--- src/rtl/lowtrans_tpg_phase.sv ---
module lowtrans_tpg_phase #(
  parameter int M    = 4,
  localparam int PH_W = $clog2(M)
) (
  input  logic            clk_i,
  input  logic            rst_ni,
  input  logic            run_i,
  output logic [PH_W-1:0] phase_o,
  output logic            wrap_o
);
  localparam logic [PH_W-1:0] LAST = PH_W'(M - 1);

  logic [PH_W-1:0] phase_q;

  assign wrap_o  = (phase_q == LAST);
  assign phase_o = phase_q;

  always_ff @(posedge clk_i or negedge rst_ni) begin
    if (!rst_ni)     phase_q <= '0;
    else if (run_i)  phase_q <= wrap_o ? '0 : phase_q + 1'b1;
  end
endmodule

--- src/rtl/lowtrans_tpg_lfsr.sv ---
module lowtrans_tpg_lfsr #(
  parameter int               WIDTH = 8,
  parameter logic [WIDTH-1:0] TAPS  = 8'hB8,
  parameter logic [WIDTH-1:0] SEED  = 8'h01
) (
  input  logic             clk_i,
  input  logic             rst_ni,
  input  logic             adv_i,
  output logic [WIDTH-1:0] state_o,
  output logic [WIDTH-1:0] next_o
);
  logic [WIDTH-1:0] state_q;

  // one-step lookahead of the feedback
  assign next_o  = {state_q[WIDTH-2:0], ^(state_q & TAPS)};
  assign state_o = state_q;

  always_ff @(posedge clk_i or negedge rst_ni) begin
    if (!rst_ni)    state_q <= SEED;
    else if (adv_i) state_q <= next_o;
  end
endmodule

--- src/rtl/lowtrans_tpg_mix.sv ---
module lowtrans_tpg_mix #(
  parameter int WIDTH = 8,
  parameter int M     = 4,
  localparam int PH_W = $clog2(M)
) (
  input  logic [PH_W-1:0]  phase_i,
  input  logic [WIDTH-1:0] old_i,
  input  logic [WIDTH-1:0] cmp_i,
  output logic [WIDTH-1:0] vec_o
);
  logic [WIDTH-1:0] sel;

  // bit i switches once its group (i mod M) is within groups 0..phase
  for (genvar i = 0; i < WIDTH; i++) begin : g_sel
    localparam int G = i % M;
    assign sel[i] = (PH_W'(G) <= phase_i);
  end

  assign vec_o = old_i ^ (cmp_i & sel);
endmodule

--- src/rtl/lowtrans_tpg.sv ---
module lowtrans_tpg #(
  parameter int               WIDTH = 8,
  parameter int               M     = 4,
  parameter logic [WIDTH-1:0] TAPS  = 8'hB8,
  parameter logic [WIDTH-1:0] SEED  = 8'h01
) (
  input  logic             clk_i,
  input  logic             rst_ni,
  input  logic             run_i,
  output logic [WIDTH-1:0] vec_o,
  output logic             valid_o,
  output logic             full_o,
  output logic [WIDTH-1:0] cmp_o
);
  localparam int PH_W = $clog2(M);

  logic [PH_W-1:0]  phase;
  logic             wrap;
  logic [WIDTH-1:0] state, next, cmp, mixed;
  logic [WIDTH-1:0] vec_q;
  logic             valid_q, full_q;

  lowtrans_tpg_phase #(.M(M)) u_phase (
    .clk_i   (clk_i),
    .rst_ni  (rst_ni),
    .run_i   (run_i),
    .phase_o (phase),
    .wrap_o  (wrap)
  );

  lowtrans_tpg_lfsr #(.WIDTH(WIDTH), .TAPS(TAPS), .SEED(SEED)) u_lfsr (
    .clk_i   (clk_i),
    .rst_ni  (rst_ni),
    .adv_i   (run_i & wrap),
    .state_o (state),
    .next_o  (next)
  );

  assign cmp = state ^ next;

  lowtrans_tpg_mix #(.WIDTH(WIDTH), .M(M)) u_mix (
    .phase_i (phase),
    .old_i   (state),
    .cmp_i   (cmp),
    .vec_o   (mixed)
  );

  always_ff @(posedge clk_i or negedge rst_ni) begin
    if (!rst_ni) begin
      vec_q   <= SEED;
      valid_q <= 1'b0;
      full_q  <= 1'b0;
    end else begin
      valid_q <= run_i;
      full_q  <= run_i & wrap;
      if (run_i) vec_q <= mixed;
    end
  end

  assign vec_o   = vec_q;
  assign valid_o = valid_q;
  assign full_o  = full_q;
  assign cmp_o   = cmp;
endmodule

--- config.mk ---
export PLATFORM = sky130hd
export DESIGN_NAME = lowtrans_tpg
export DESIGN_NICKNAME = d
export VERILOG_FILES = /design/src/rtl/lowtrans_tpg_phase.sv /design/src/rtl/lowtrans_tpg_lfsr.sv /design/src/rtl/lowtrans_tpg_mix.sv /design/src/rtl/lowtrans_tpg.sv
export SDC_FILE = /design/constraint.sdc
export NUM_CORES = 1
export LEC_CHECK = 0
export ABC_CLOCK_PERIOD_IN_PS = 1790
export BUFFER_PORTS_ARGS = -buffer_cell sky130_fd_sc_hd__buf_4
export CAP_MARGIN = 20
export CORE_UTILIZATION = 50
export DETAILED_ROUTE_END_ITERATION = 10
export GPL_TIMING_DRIVEN = 0
export PLACE_DENSITY = 0.74
export SLEW_MARGIN = 20
export SYNTH_ARGS = -nofsm -noshare
export SYNTH_HDL_FRONTEND = slang
export SYNTH_SLANG_ARGS = --single-unit
--- constraint.sdc ---
create_clock -name clk_i -period 1.79 [get_ports clk_i]
set_clock_uncertainty 0.2 [all_clocks]
set_input_delay 0.179 -clock clk_i [delete_from_list [all_inputs] [get_ports clk_i]]
set_output_delay 0.179 -clock clk_i [all_outputs]
set_load 0.01 [all_outputs]
==> results_dict.tcl, run 1 <==
set metrics [dict create \
    status "finished clean" \
    clk_latency_ns 0.30 \
    critPathLaunchType "flip-flop" \
    mostFrequentLayoutCells "sky130_fd_sc_hd__buf_4 (25), sky130_fd_sc_hd__dfrtp_1 (15), sky130_fd_sc_hd__nor2_1 (9)" \
    floorplan.core_area_um2 1710 \
    cts_tree "done" \
    setup.worst_path.end_class "primary output" \
    grt_first_pass_wirelength_um 2680 \
    num-fill-cells 138 \
    reg2reg_setup_slack_ns 0.20 \
    place.port_buffers 20 \
    timing_hold_violations_final 0 \
    rr_endpoint "u_lfsr.state_o[5]$_DFFE_PN0P_" \
    routed_wl_um 1660 \
    drt_iter0_markers 9 \
    vdd_drop_max_v 0.000631 \
    grt_start_max_net_pins 21 \
    floorplan.die.width_um 44.7 \
    fmax_ghz 0.559 \
    synth_area_per_cell_um2 12.0 \
    syn-num-nets 82 \
    grt_pass1_vias 591 \
    initial_utilization_pct 53.3 \
    final_min_period_over_clock_period_pct 99.9 \
    p_per_area_nw_per_um2 832 \
    finalHoldWorstSlack_ns 0.0821 \
    tritoncts.num_buffers 3 \
    global_route.overflow_total 0 \
    critPathRequiredTime_ns 1.41 \
    layout.area.seq_um2 507 \
    criticalPathCategory "reg2out" \
    cts.htree.levels 1 \
    mostFrequentLayoutCell "sky130_fd_sc_hd__buf_4" \
    drt_pass1_iterations 3 \
    clock_tree.root_cell "sky130_fd_sc_hd__clkbuf_4" \
    clockBufferDepth 2 \
    worst_hold_path_type "in2async" \
    via_count 630 \
    grt_antenna_before_repair 0 \
    gpl.final_weighted_congestion 0.705 \
    tightestPinTransition_ns 0.406 \
    critPathArrivalTime_ns 1.41 \
    nNetsFinal 113 \
    post_drt_wl_per_cell_um 12.6 \
    antenna_violating_nets_post_route 0 \
    post_dp_cell_area_um2 1090 \
    setup_viol_count_final 0 \
    syn_inst 76 \
    ys_seq_area_share_pct 55.3 \
    fp-row-count 15 \
    rsz0062_at_grt "yes" \
    timing_max_transition_violations_final 0 \
    grt_use_total_pct 19.6 \
    antenna_cells_inserted 0 \
    die-height_um 44.7 \
    boundaryPins 21 \
    layout-drive-gt1-share_pct 44.3 \
    critical_path_peak_fanout 2 \
    path_clk_slew_ns 0.11 \
    synth-warning-count 0 \
    areaGrowthSynthToFinish_pct 32.0 \
    design.die.area_um2 1990 \
    hpwlAfterDp_um 1120 \
    max_slew_margin_pct 72.9 \
    r2r.worst_path.cells 3 \
    synth-seq-cells 20 \
    cellLeakagePower_uw 0.000643 \
    multi_input_area_um2 399 \
    critical_path.reg2reg.startpoint "u_phase.phase_o[1]$_DFFE_PN0P_" \
    syn_area_um2 910 \
    drt_drc_violations_left 0 \
    period_minus_slack_ns 1.79 \
    via_per_inst 4.81 \
    yosys.cell_types.count 16 \
    maxcap_viol_count 0 \
    stdcell_area_um2 1200 \
    tritoncts_num_sinks 20 \
]
[cells by family after synthesis]
group	Yosys count	synth area share, %
flip-flops	20	55.3
buffers and inverters	6	2.75
multiplexers	14	16.5
AND/OR/NAND/NOR	13	5.36
AO/OA/AOI/OAI	10	5.50
adder cells (fa/ha/maj)	3	4.13
XOR/XNOR	10	10.5
[synthesized netlist by cell type, drive strengths merged]
library cell,count,share of area (%)
mux2,8,9.9
mux2i,6,6.6
dfrtp,18,50
ha,3,4.1
xnor2,2,1.9
o21ai,3,1.7
xor2,8,8.5
a21oi,7,3.9
buf,3,1.5
nor2,9,3.7
inv,3,1.2
dfstp,2,5.8
nand2,4,1.7
[sequential cells by signal (all words and copies together), names as in the netlist]
signal,flops
vec_o,8
u_lfsr.state_o,8
full_o,1
u_phase.phase_o,2
valid_o,1
[where the power goes]
group	total [uW]	switching (uW)	internal (uW)
clock network	263	138	124
logic	222	121	101
registers	515	26.0	489
total	1000	286	713
[critical path: stages (launching register included)]
cell	delay, ns
sky130_fd_sc_hd__dfrtp_2	0.44
sky130_fd_sc_hd__xor2_2	0.19
sky130_fd_sc_hd__xnor2_2	0.20
sky130_fd_sc_hd__xnor2_1	0.14
sky130_fd_sc_hd__buf_4	0.14
[worst max path at each step]
stage,slack [ns],cells after the start,from,endpoint
final,0.002,4,u_lfsr.state_o[4]$_DFFE_PN0P_,cmp_o[0]
after floorplan,0.24,3,u_phase.phase_o[1]$_DFFE_PN0P_,u_lfsr.state_o[1]$_DFFE_PN0P_
after detailed placement,0.07,3,u_phase.phase_o[1]$_DFFE_PN0P_,u_lfsr.state_o[5]$_DFFE_PN0P_
after global placement,0.08,3,u_phase.phase_o[0]$_DFFE_PN0P_,u_lfsr.state_o[6]$_DFFE_PN0P_
after CTS,-0.02,4,u_lfsr.state_o[7]$_DFFE_PN0P_,cmp_o[0]
after global routing,-0.07,4,u_lfsr.state_o[4]$_DFFE_PN0P_,cmp_o[0]
[timing repair]
item / 4_1_cts / 5_1_grt
hold buffers: 2 / 0
gates resized for setup: 5 / 1
pin swaps: 3 / 1
setup buffers: 4 / 1
endpoints found under the setup margin: 1 / 6
endpoints found under the hold margin: 21 / 0
[stage by stage]
stage	setup slack [ns]	util (%)	setup TNS [ns]	cells	power [uW]
finish	0.00168	70.3	0	131	1000
global route	-0.0686	70.3	-0.0686	131	1060
CTS	-0.0170	69.7	-0.0170	130	1000
detailed placement	0.0668	63.9	0	121	741
global placement	0.0820	63.9	0	121	734
floorplan	0.238	-	0	76	670
[layout make-up]
class	instances	share of cell area, %
inverter	3	0.938
tap	25	2.60
timing repair buffer	27	17.3
sequential	20	42.2
clock buffer	4	3.02
buffer	2	0.729
multi-input combinational	50	33.2
[metal layers]
layer	part of all wire [%]	track usage, %
met1	45	25.2
met4	0.72	10.9
met3	3.1	3.67
met5	0	0
met2	51	31.2
Note: power is estimated with default switching activity, not from simulation.
==> inputs of run 2 (changes only) <==
--- a/config.mk
+++ b/config.mk
@@ -8,6 +8,7 @@
 export ABC_CLOCK_PERIOD_IN_PS = 1790
 export BUFFER_PORTS_ARGS = -buffer_cell sky130_fd_sc_hd__buf_4
 export CAP_MARGIN = 20
+export CORE_MARGIN = 2
 export CORE_UTILIZATION = 50
 export DETAILED_ROUTE_END_ITERATION = 10
 export GPL_TIMING_DRIVEN = 0
==> results_dict.tcl, run 2 (synthesis results as in run 1) <==
set metrics [dict create \
    status "finished with violations" \
    clock_tree.root_cell "sky130_fd_sc_hd__clkbuf_4" \
    p_switching_uw 283 \
    timing_hold_violations_final 0 \
    drt_pass1_iterations 4 \
    worst_hold_path_type "in2async" \
    post_drt_wl_per_cell_um 13.0 \
    intPower_uw 713 \
    p_sw_share_pct 28.4 \
    tightestPinTransition_ns 0.451 \
    timing_max_transition_violations_final 0 \
    p_total_uw 997 \
    power.share.combinational_pct 22.6 \
    mostFrequentLayoutCells "sky130_fd_sc_hd__buf_4 (25), sky130_fd_sc_hd__dfrtp_1 (15), sky130_fd_sc_hd__nor2_1 (9)" \
    drt_iter0_markers 11 \
    grt_antenna_before_repair 0 \
    path_clk_slew_ns 0.11 \
    cellLeakagePower_uw 0.000643 \
    design.die.area_um2 2180 \
    mostFrequentLayoutCell "sky130_fd_sc_hd__buf_4" \
    layout-drive-gt1-share_pct 44.3 \
    cts.htree.levels 1 \
    grt_start_max_net_pins 21 \
    routed_wl_um 1710 \
    via_count 646 \
    drt_drc_violations_left 0 \
    max_slew_margin_pct 70.0 \
    areaGrowthSynthToFinish_pct 32.0 \
    place.port_buffers 20 \
    setup.worst_path.end_class "primary output" \
    gpl.final_weighted_congestion 0.709 \
    period_minus_slack_ns 1.80 \
    floorplan.die.width_um 46.7 \
    fp-row-count 15 \
    nNetsFinal 113 \
    boundaryPins 21 \
    hpwlAfterDp_um 1120 \
    num-fill-cells 140 \
    global_route.overflow_total 0 \
    criticalPathCategory "reg2out" \
    final.setup.worst_slack_ns -0.00772 \
    sequentialPowerShare_pct 51.6 \
    cts_tree "done" \
    final_min_period_over_clock_period_pct 100 \
    critPathArrivalTime_ns 1.42 \
    clockBufferDepth 2 \
    initial_utilization_pct 52.7 \
    antenna_cells_inserted 0 \
    critical_path_peak_fanout 2 \
    rsz0062_at_grt "yes" \
    finalSetupTns_ns -0.00772 \
    vdd_drop_max_v 0.000620 \
    maxcap_viol_count 0 \
    antenna_violating_nets_post_route 0 \
    via_per_inst 4.93 \
    place_worst_setup_slack_ns 0.0741 \
    tritoncts_num_sinks 20 \
    grt_first_pass_wirelength_um 2790 \
    p_per_area_nw_per_um2 830 \
    grt_use_total_pct 18.9 \
    power_frac_clock_pct 25.7 \
    grt_pass1_vias 605 \
    die-height_um 46.7 \
    failed_checks "negative setup slack" \
    setup_viol_count_final 1 \
    critPathLaunchType "flip-flop" \
    tritoncts.num_buffers 3 \
    critPathRequiredTime_ns 1.41 \
    floorplan.core_area_um2 1730 \
    clk_latency_ns 0.29 \
    fmax_ghz 0.556 \
]
==> run 2: repair_timing <==
| action | 4_1_cts | 5_1_grt |
|---|---|---|
| gates resized for setup | 5 | 1 |
| setup buffers | 5 | 0 |
| hold buffers | 2 | 0 |
| setup endpoints to repair | 1 | 8 |
| pin swaps | 4 | 0 |
| endpoints found under the hold margin | 21 | 0 |
==> run 2: area by class of cell <==
type                            count  area (um2)  share of cell area, %
Multi-Input combinational cell     50         399                   33.2
Timing Repair Buffer               27         208                   17.3
Clock buffer                        4        36.3                   3.02
Inverter                            3        11.3                  0.938
Tap cell                           25        31.3                   2.60
Sequential cell                    20         507                   42.2
Buffer                              2        8.76                  0.729
==> run 2: power groups by stage <==
stage               clock network (uW)  registers, uW  logic, uW
floorplan                            0            527        143
finish                             257            515        226
global placement                     0            521        214
detailed placement                   0            523        221
CTS                                263            514        226
global route                       283            523        253
==> run 2: worst max-delay path, stage by stage, from the launching register on <==
cell and delay, ns:
sky130_fd_sc_hd__dfrtp_2 0.44, sky130_fd_sc_hd__xor2_2 0.24, sky130_fd_sc_hd__xnor2_2 0.16, sky130_fd_sc_hd__xnor2_1 0.14, sky130_fd_sc_hd__buf_4 0.14
==> run 2: metrics by stage <==
step | cells | instance area [um2] | util [%] | hold WS (ns)
2_1_floorplan | 76 | 910 | - | -0.317
3_3_place_gp | 121 | 1090 | 63.2 | -0.132
3_5_place_dp | 121 | 1090 | 63.2 | -0.128
4_1_cts | 131 | 1200 | 69.4 | 0.0864
5_1_grt | 131 | 1200 | 69.6 | 0.103
6_report | 131 | 1200 | 69.6 | 0.0854
==> run 2: path summary, 6_finish.rpt <==
check                                                    start                             to  slack (ns)  depth (start not counted)
worst max-delay path             u_lfsr.state_o[5]$_DFFE_PN0P_                       cmp_o[0]      -0.008                          4
worst min-delay path                                    rst_ni           vec_o[2]$_DFFE_PN0P_        0.09                          2
worst max register to register  u_phase.phase_o[0]$_DFFE_PN0P_  u_lfsr.state_o[2]$_DFFE_PN0P_        0.19                          3
worst min register to register   u_lfsr.state_o[0]$_DFFE_PN1P_  u_lfsr.state_o[0]$_DFFE_PN1P_        0.31                          2
max in group asynchronous                               rst_ni           vec_o[0]$_DFFE_PN1P_        1.03                          2
min in group clk_i               u_lfsr.state_o[0]$_DFFE_PN1P_  u_lfsr.state_o[0]$_DFFE_PN1P_        0.31                          2
==> run 2: routing by layer <==
metal	track usage [%]	part of all wire [%]	up-vias
met5	0	0	-
met4	8.89	0.70	0
met3	5.10	4.7	2
met2	28.3	49	20
met1	25.4	46	312
li1	-	-	312
==> inputs of run 3 (changes only) <==
--- a/config.mk
+++ b/config.mk
@@ -13,6 +13,8 @@
 export DETAILED_ROUTE_END_ITERATION = 10
 export GPL_TIMING_DRIVEN = 0
 export PLACE_DENSITY = 0.74
+export REMOVE_ABC_BUFFERS = 1
+export SETUP_SLACK_MARGIN = 0.05
 export SLEW_MARGIN = 20
 export SYNTH_ARGS = -nofsm -noshare
 export SYNTH_HDL_FRONTEND = slang
==> results_dict.tcl, run 3 (synthesis results as in run 1) <==
set metrics [dict create \
    status "finished with violations" \
    failed_checks "negative setup slack" \
    num-fill-cells 140 \
    areaGrowthSynthToFinish_pct 32.0 \
    r2r.worst_path.cells 3 \
    tritoncts_num_sinks 20 \
    grt_first_pass_wirelength_um 2510 \
    drt_pass1_iterations 4 \
    routed_wl_um 1610 \
    fp-row-count 15 \
    mostFrequentLayoutCells "sky130_fd_sc_hd__buf_4 (26), sky130_fd_sc_hd__dfrtp_1 (15), sky130_fd_sc_hd__nor2_1 (9)" \
    hpwlAfterDp_um 1030 \
    design.die.area_um2 2180 \
    boundaryPins 21 \
    cts.htree.levels 1 \
    final_min_period_over_clock_period_pct 100 \
    critical_path.startpoint "u_lfsr.state_o[5]$_DFFE_PN0P_" \
    grt_use_total_pct 17.3 \
    via_count 609 \
    critical-path-slowest-cell "sky130_fd_sc_hd__dfrtp_2" \
    timing_max_transition_violations_final 0 \
    floorplan.core_area_um2 1730 \
    setup_viol_count_final 1 \
    rsz0062_at_grt "yes" \
    cts_tree "done" \
    finalHoldWorstSlack_ns 0.0764 \
    p_per_area_nw_per_um2 792 \
    cp_slowest_stage_delay_ns 0.46 \
    cellLeakagePower_uw 0.000639 \
    rr_endpoint "u_lfsr.state_o[2]$_DFFE_PN0P_" \
    antenna_cells_inserted 0 \
    critPathLaunchType "flip-flop" \
    timing_hold_violations_final 0 \
    fmax_ghz 0.558 \
    critPathArrivalTime_ns 1.41 \
    nNetsFinal 112 \
    global_route.overflow_total 0 \
    grt_start_max_net_pins 22 \
    setup.worst_path.end_class "primary output" \
    clockBufferDepth 2 \
    tritoncts.num_buffers 3 \
    final.setup.worst_slack_ns -0.00255 \
    critical_path_peak_fanout 2 \
    grt_pass1_vias 577 \
    layout-drive-gt1-share_pct 43.8 \
    reg2reg_setup_slack_ns 0.18 \
    initial_utilization_pct 52.7 \
    path_clk_slew_ns 0.11 \
    multi_input_area_um2 410 \
    grt_antenna_before_repair 0 \
    period_minus_slack_ns 1.79 \
    gpl.final_weighted_congestion 0.715 \
    maxcap_viol_count 0 \
    finalSetupTns_ns -0.00255 \
    post_drt_wl_per_cell_um 12.4 \
    tightestPinTransition_ns 0.252 \
    vdd_drop_max_v 0.000774 \
    clk_latency_ns 0.30 \
    path_cells "xor2_4, xnor2_2, xnor2_1, buf_4" \
    layout.area.seq_um2 507 \
    place.port_buffers 20 \
    placed_cell_count 118 \
    critical_path.reg2reg.startpoint "u_phase.phase_o[1]$_DFFE_PN0P_" \
    criticalPathCategory "reg2out" \
    clock_tree.root_cell "sky130_fd_sc_hd__clkbuf_4" \
    antenna_violating_nets_post_route 0 \
    critPathRequiredTime_ns 1.41 \
    die-height_um 46.7 \
    max_slew_margin_pct 83.2 \
    mostFrequentLayoutCell "sky130_fd_sc_hd__buf_4" \
    drt_drc_violations_left 0 \
    final-instance-count-excl-fill 130 \
    floorplan.die.width_um 46.7 \
    worst_hold_path_type "in2async" \
    drt_iter0_markers 4 \
    place_worst_setup_slack_ns 0.0603 \
    via_per_inst 4.68 \
]
[run 3: cell types whose count changed in the layout (fill, tap and decap cells not counted), sizes merged]
cell	previous run	this run
buf	27	26
[run 3: cell type report]
| cell class | instances | area share [%] |
|---|---|---|
| Tap cell | 25 | 2.60 |
| Timing Repair Buffer | 28 | 17.9 |
| Inverter | 3 | 0.938 |
| Multi-Input combinational cell | 50 | 34.2 |
| Sequential cell | 20 | 42.2 |
| Clock buffer | 4 | 2.19 |
[run 3: timing repair]
action	CTS	global route
setup buffers	5	1
hold buffers	2	0
pin swaps	4	0
gates resized for setup	6	1
setup endpoints to repair	4	1
endpoints found under the hold margin	22	0
[run 3: worst max path at each step]
stage / to / cells past startpoint
3_5_place_dp: u_lfsr.state_o[3]$_DFFE_PN0P_ / 3
2_1_floorplan: u_lfsr.state_o[1]$_DFFE_PN0P_ / 3
5_1_grt: cmp_o[0] / 4
6_report: cmp_o[0] / 4
4_1_cts: cmp_o[0] / 4
3_3_place_gp: u_lfsr.state_o[3]$_DFFE_PN0P_ / 3
[run 3: where the power goes]
group / internal, uW / switching [uW]
clock: 87.0 / 132
combinational: 99.0 / 118
sequential: 488 / 26.6
[run 3: stage by stage]
stage / instance area [um2] / total power, uW / util [%]
after global routing: 1200 / 1010 / 69.6
after floorplan: 896 / 665 / -
after global placement: 1080 / 731 / 62.4
after CTS: 1180 / 961 / 68.5
final: 1200 / 951 / 69.6
after detailed placement: 1080 / 738 / 62.4
[run 3: worst max-delay path, delay by kind of cell (launching register included)]
family	cells	cell delay [ns]
flops	1	0.46
buf+inv	1	0.14
xor+xnor	3	0.52
[run 3: layer usage]
metal / GRT usage [%] / share of wire, % / up-vias
li1: - / - / 306
met1: 20.7 / 45 / 285
met2: 27.8 / 49 / 14
met3: 7.06 / 5.1 / 4
met4: 6.67 / 1.4 / 0
met5: 0 / 0 / -
